## config.mk

```make
export PLATFORM = sky130hd
export DESIGN_NAME = bank_addr_gen
export DESIGN_NICKNAME = d
export VERILOG_FILES = /design/src/rtl/bank_addr_pkg.sv /design/src/rtl/bank_addr_select.sv /design/src/rtl/bank_addr_fold.sv /design/src/rtl/bank_addr_guard.sv /design/src/rtl/bank_addr_gen.sv
export SDC_FILE = /design/constraint.sdc
export NUM_CORES = 1
export LEC_CHECK = 0
export BUFFER_PORTS_ARGS = -buffer_cell sky130_fd_sc_hd__buf_2
export CORE_MARGIN = 2
export CORE_UTILIZATION = 45
export DETAILED_ROUTE_END_ITERATION = 6
export PLACE_DENSITY = 0.75
export SYNTH_ARGS = -nofsm -noshare
export SYNTH_HDL_FRONTEND = slang
export SYNTH_HIERARCHICAL = 1
export SYNTH_SLANG_ARGS = --single-unit
```

## constraint.sdc

```tcl
create_clock -name clk -period 5 [get_ports clk]
set_input_delay 0.25 -clock clk [delete_from_list [all_inputs] [get_ports clk]]
set_output_delay 0.25 -clock clk [all_outputs]
set_load 0.02 [all_outputs]
```

## src/rtl/bank_addr_pkg.sv

```systemverilog
// Package: shared widths and address types for the banked address generator.
// Assumes four banks of 128 bytes each, so the address is 9 bits wide.
package bank_addr_pkg;
    localparam int OFS_W  = 7;
    localparam int BANK_W = 2;
    localparam int ADDR_W = BANK_W + OFS_W;
    localparam int PTR_W  = ADDR_W - 1;

    typedef logic [OFS_W-1:0]  ofs_t;
    typedef logic [BANK_W-1:0] bank_t;

    typedef struct packed {
        bank_t bank;
        ofs_t  ofs;
    } daddr_t;
endpackage

```

## src/rtl/bank_addr_select.sv

```systemverilog
// Module: picks the direct or pointer-based logical address.
// Assumes an operand field of zero names the alias register.
module bank_addr_select
    import bank_addr_pkg::*;
(
    input  ofs_t              ofs_field,
    input  bank_t             bank_sel,
    input  logic              ind_ext,
    input  logic [PTR_W-1:0]  ptr,
    output daddr_t            logic_addr,
    output logic              is_ind
);
    // Choose the address source from the operand field.
    always_comb begin
        is_ind = (ofs_field == '0);
        if (is_ind) begin
            logic_addr = daddr_t'({ind_ext, ptr});
        end else begin
            logic_addr = '{bank: bank_sel, ofs: ofs_field};
        end
    end
endmodule

```

## src/rtl/bank_addr_fold.sv

```systemverilog
// Module: folds mirrored locations of a logical address onto one physical byte.
// Assumes the alias check runs first and passes self_ref in.
// Precedence: alias, status, shared window, bank 3 shadow.
module bank_addr_fold
    import bank_addr_pkg::*;
#(
    parameter logic [OFS_W-1:0]  STATUS_OFS = 7'h03,
    parameter logic [OFS_W-1:0]  COMMON_LO  = 7'h70,
    parameter logic [OFS_W-1:0]  SHADOW_LO  = 7'h20,
    parameter logic [BANK_W-1:0] SHADOW_SRC = 2'd3,
    parameter logic [BANK_W-1:0] SHADOW_DST = 2'd1
) (
    input  daddr_t logic_addr,
    input  logic   self_ref,
    output daddr_t phys
);
    // Apply the folding rules in priority order.
    always_comb begin
        phys = logic_addr;
        if (self_ref) begin
            phys = '0;
        end else if (logic_addr.ofs == STATUS_OFS) begin
            phys = '{bank: '0, ofs: STATUS_OFS};
        end else if (logic_addr.ofs >= COMMON_LO) begin
            phys = '{bank: '0, ofs: logic_addr.ofs};
        end else if (logic_addr.bank == SHADOW_SRC && logic_addr.ofs >= SHADOW_LO) begin
            phys = '{bank: SHADOW_DST, ofs: logic_addr.ofs};
        end
    end
endmodule

```

## src/rtl/bank_addr_guard.sv

```systemverilog
// Module: detects alias self-reference and unimplemented physical bytes.
// Assumes the unimplemented range lies in bank 0; UNIMPL_EN = 0 removes it.
module bank_addr_guard
    import bank_addr_pkg::*;
#(
    parameter bit               UNIMPL_EN = 1'b1,
    parameter logic [OFS_W-1:0] UNIMPL_LO = 7'h07,
    parameter logic [OFS_W-1:0] UNIMPL_HI = 7'h09
) (
    input  daddr_t logic_addr,
    input  logic   is_ind,
    input  daddr_t phys,
    output logic   self_ref,
    output logic   hole
);
    // Flag a pointer that targets an alias location.
    always_comb self_ref = is_ind && (logic_addr.ofs == '0);

    generate
        if (UNIMPL_EN) begin : g_hole
            // Flag physical bytes inside the unimplemented range.
            always_comb hole = (phys.bank == '0) &&
                               (phys.ofs >= UNIMPL_LO) && (phys.ofs <= UNIMPL_HI);
        end else begin : g_nohole
            // No unimplemented range in this variant.
            always_comb hole = 1'b0;
        end
    endgenerate
endmodule

```

## src/rtl/bank_addr_gen.sv

```systemverilog
// Module: top of the banked address generator. Selects, folds and guards the
// address, then registers the result for the register file.
// Assumes acc_rd and acc_wr are sampled together with the operand and bank state.
module bank_addr_gen
    import bank_addr_pkg::*;
#(
    parameter logic [OFS_W-1:0]  STATUS_OFS = 7'h03,
    parameter logic [OFS_W-1:0]  COMMON_LO  = 7'h70,
    parameter logic [OFS_W-1:0]  SHADOW_LO  = 7'h20,
    parameter logic [BANK_W-1:0] SHADOW_SRC = 2'd3,
    parameter logic [BANK_W-1:0] SHADOW_DST = 2'd1,
    parameter bit                UNIMPL_EN  = 1'b1,
    parameter logic [OFS_W-1:0]  UNIMPL_LO  = 7'h07,
    parameter logic [OFS_W-1:0]  UNIMPL_HI  = 7'h09
) (
    input  logic              clk,
    input  logic              rst_n,
    input  logic              acc_rd,
    input  logic              acc_wr,
    input  logic [6:0]        ofs_field,
    input  logic [1:0]        bank_sel,
    input  logic              ind_ext,
    input  logic [7:0]        ptr,
    output logic              out_valid,
    output logic [8:0]        phys_addr,
    output logic              rd_zero,
    output logic              wr_kill,
    output logic              unimpl
);
    daddr_t logic_addr;
    daddr_t phys;
    logic   is_ind;
    logic   self_ref;
    logic   hole;
    logic   blocked;

    bank_addr_select u_sel (
        .ofs_field  (ofs_field),
        .bank_sel   (bank_sel),
        .ind_ext    (ind_ext),
        .ptr        (ptr),
        .logic_addr (logic_addr),
        .is_ind     (is_ind)
    );

    bank_addr_guard #(
        .UNIMPL_EN (UNIMPL_EN),
        .UNIMPL_LO (UNIMPL_LO),
        .UNIMPL_HI (UNIMPL_HI)
    ) u_guard (
        .logic_addr (logic_addr),
        .is_ind     (is_ind),
        .phys       (phys),
        .self_ref   (self_ref),
        .hole       (hole)
    );

    bank_addr_fold #(
        .STATUS_OFS (STATUS_OFS),
        .COMMON_LO  (COMMON_LO),
        .SHADOW_LO  (SHADOW_LO),
        .SHADOW_SRC (SHADOW_SRC),
        .SHADOW_DST (SHADOW_DST)
    ) u_fold (
        .logic_addr (logic_addr),
        .self_ref   (self_ref),
        .phys       (phys)
    );

    // Any reason the file must not touch storage.
    always_comb blocked = self_ref | hole;

    // Register the resolved address and the access flags.
    always_ff @(posedge clk) begin
        if (!rst_n) begin
            out_valid <= 1'b0;
            phys_addr <= '0;
            rd_zero   <= 1'b0;
            wr_kill   <= 1'b0;
            unimpl    <= 1'b0;
        end else begin
            out_valid <= acc_rd | acc_wr;
            phys_addr <= phys;
            rd_zero   <= acc_rd & blocked;
            wr_kill   <= acc_wr & blocked;
            unimpl    <= (acc_rd | acc_wr) & hole;
        end
    end

    // no bank other than 0 ever carries a shared-window offset.
    a_r4_common_folded: assert property (@(posedge clk) disable iff (!rst_n)
        (phys_addr[8:7] != 2'd0) |-> (phys_addr[6:0] < COMMON_LO));

    // bank 3 only keeps its low special-register offsets.
    a_r6_shadow_folded: assert property (@(posedge clk) disable iff (!rst_n)
        (phys_addr[8:7] == SHADOW_SRC) |-> (phys_addr[6:0] < SHADOW_LO));

    // the status offset only ever comes out in bank 0.
    a_r5_status_single: assert property (@(posedge clk) disable iff (!rst_n)
        (phys_addr[6:0] == STATUS_OFS) |-> (phys_addr[8:7] == 2'd0));

    // a pointer aimed at an alias read yields read-zero one cycle later.
    a_r3_alias_read: assert property (@(posedge clk) disable iff (!rst_n)
        (acc_rd && ofs_field == 7'd0 && ptr[6:0] == 7'd0) |=> (rd_zero && phys_addr == 9'd0));

    // flags only follow a real access of the previous cycle.
    a_r8_flag_source: assert property (@(posedge clk) disable iff (!rst_n)
        (rd_zero || wr_kill || unimpl) |-> out_valid);

    // an idle cycle leaves no flag behind.
    a_r10_idle_quiet: assert property (@(posedge clk) disable iff (!rst_n)
        (!acc_rd && !acc_wr) |=> (!rd_zero && !wr_kill && !unimpl && !out_valid));
endmodule

```

==> impl_results.md <==
- Total wire length: between 1000 and 1500 µm
- Crit path buf inv count: 1
- Seq/Total Area, Yosys: between 30% and 40%
- Max Slew Vio Count: 0
- Slowest cell on the critical path: or4_4
- Clk sink count: 13
- Syn Area/Cell: 11.34 µm²
- Ys flop type: dfxtp_1
- Final ANT Viol Nets: 0
- Worst Hold Path Cells: 2
- Yosys reg bits: 13
- Starting Density: a little under half
- Syn Nets: 82
- Post-layout min period: around 2800 ps
- Max-cap violations: 0
- I/O Buffers: 34
- Yosys top cell area share: 38.24%
- Run status: completed
- Cts repair resizes: 0
- Layout area overhead: 30.15%
- Comb power frac: between 10% and 20%
- CP endpoint kind: flip-flop
- Final critical-path share of the clock period: between 50% and 60%
- CP max FO: 10
- Final Power: ~0.00021 W
- Worst vdd rail ir drop: between 0.00009 and 0.0001 V
- Max incr delay on CP: between 500 and 600 ps
- Vias: about 580
- Worst slew pin tran: ~540 ps
- Final nets: between 100 and 150
- Leakage: 0.4658 nW
- DR WL/cell: between 10 and 15 µm
- Synth warn: 6
- Switching Share: between 20% and 30%
- Hold Crit Class: primary input to flip-flop
- Number of global-route vias before repair: about 500
- Share of layout cells above drive strength 1: between 60% and 70%
- Cell variety after synth: 25
- Critical path's top delay family: simple AND/OR/NAND/NOR gates
- Post-synth EDFFs: 0
- Unrepaired setup endpoints after global routing: no
- CP Data Required Time: roughly 5200 ps
- Largest net degree at the start of global routing: 14
- Total core area: 1454 µm²
- GRT Total Usage: approximately 14%
- Hold path endpoint: out_valid$_SDFF_PN0_
- DRC viols: 0
- Worst hold start: acc_rd
- CTS Buf Count: 3
- Number of I/O pins: 35
- Internal power consumption: 0.0001590 W
- Hold-fix buffers at CTS: 0
- GR Overflow Total: 0
- HPWL after DPL: between 900 and 1000 µm
- Ant diodes: 0
- Startpoint Class: primary input
- Asr flop ratio synth: 0%
- Die area: roughly 1800 µm²
- Worst-path clk slew: 70 ps
- Crit-path cells: buf_2, or4_4, nor4_4, a21o_2, nor4_1, and4b_1, a31o_1, a2111oi_2, or4_1, a211oi_2, o211a_1
- Max-slew headroom: between 60% and 70%
- Hold Fails Final Rpt: 0
- Vias/cell: 5.150
- First-pass GRT wire length: between 1500 and 2000 µm
- Die X: roughly 43 µm
- Synth area leaders: dfxtp_1 (38%), a21o_2 (9.0%), and2b_2 (7.7%), and2_2 (5.5%), o211a_1 (4.4%)
- Post-Route Utilization: approximately three fifths
- Final setup viols: 0
- Mapped Area: between 600 and 700 µm²
- Sequential power share: 51.8%
- Final RePlAce weighted congestion: 0.7818
- Standard-cell rows: 14
- Post-Syn Instances: 60
- Initial antenna violation count: 0
- Synth area leader: dfxtp_1
- H-tree lvl count: 1
- Power Density: between 200 and 250 nW/µm²
- CTS Buffer Depth: 2
- Initial DRT Pass Iterations: 4
- Hold Slack: around 210 ps
- Die H: ~43 µm
- Setup TNS: 0 ps
- CTS tree: built
- Kind of critical path: primary input to flip-flop
- DR iter-0 viols: 7
- CTS root buffer: clkbuf_4
- Max Freq: between 300 and 400 MHz
- Clock share of power: around 29%
- Psw: approximately 0.000051 W
- WP data arrival: between 2000 and 3000 ps
- Post-CTS setup buffer count: 0
synth_stat cells, drive strengths merged, types with 2 or more instances:
cell and n:
nor4 2, and2b 6, a21o 7, or4 2, dfxtp 13, and2 9, o211a 3, a211oi 2
o21a 2, inv 2, mux2 2
metrics by stage:
step                      area [µm²]  std cells  setup WS, ps
after detailed placement       859.6        109          1880
final                          885.9        113          2181
after floorplan                680.7         60          2224
after CTS                      885.9        113          2163
after global routing           885.9        113          1974
after global placement         859.6        109          1928
power by group through the flow:
stage	Combinational, W	Sequential [W]	Clock [W]
floorplan	0.0000188	0.000117	0
CTS	0.0000409	0.000109	0.0000611
finish	0.0000405	0.000109	0.0000604
global route	0.0000447	0.000109	0.0000668
global placement	0.0000403	0.000111	0
detailed placement	0.0000408	0.000111	0
cells by family after synthesis:
| family | count (synthesis) | synth area share, % |
|---|---|---|
| compound gates | 16 | 22.06 |
| flops | 13 | 38.24 |
| mux | 2 | 4.412 |
| buf+inv | 3 | 2.758 |
| simple gates | 26 | 32.54 |
final cells by class:
type | instances | area (µm²)
Inverter | 2 | 7.507
Fill cell | 135 | 568.0
Clock buffer | 4 | 26.28
Multi-Input combinational cell | 44 | 401.6
Sequential cell | 13 | 260.3
Timing Repair Buffer | 34 | 170.2
Tap cell | 16 | 20.02
state kept, by name, indices dropped and copies added, names as in the netlist:
register   cells
phys_addr      9
out_valid      1
rd_zero        1
unimpl         1
wr_kill        1
per-layer routing:
layer  vias up  GRT usage [%]  wire, µm
met5         -              0         0
met4         0          7.500        27
met3         4          2.553        96
met1       251          17.28       512
met2        27          23.03       525
li1        300              -         -
worst max-delay path by stage:
stage / to / startpoint / cells past startpoint
after floorplan: rd_zero$_SDFF_PN0_ / ofs_field[5] / 10
after global placement: wr_kill$_SDFF_PN0_ / ofs_field[5] / 11
after detailed placement: rd_zero$_SDFF_PN0_ / ofs_field[5] / 11
after CTS: rd_zero$_SDFF_PN0_ / ofs_field[5] / 11
after global routing: rd_zero$_SDFF_PN0_ / ofs_field[5] / 9
final: rd_zero$_SDFF_PN0_ / ofs_field[5] / 11
layout by cell type, fill, tap and decap left out, drive strengths merged:
| master | n |
|---|---|
| nor2b | 1 |
| a211oi | 2 |
| and2 | 9 |
| buf | 34 |
| a2111oi | 1 |
| o21a | 2 |
| and2b | 6 |
| inv | 2 |
| clkbuf | 4 |
| a21o | 7 |
| dfxtp | 13 |
| o211a | 3 |
| a31o | 1 |
| nor4 | 2 |
| mux2 | 2 |
| nor3b | 1 |
| and4b | 1 |
| or3b | 1 |
| nand4b | 1 |
| or4 | 2 |
| nor2 | 1 |
| nor4b | 1 |
Power figures use the tool's default switching activity.
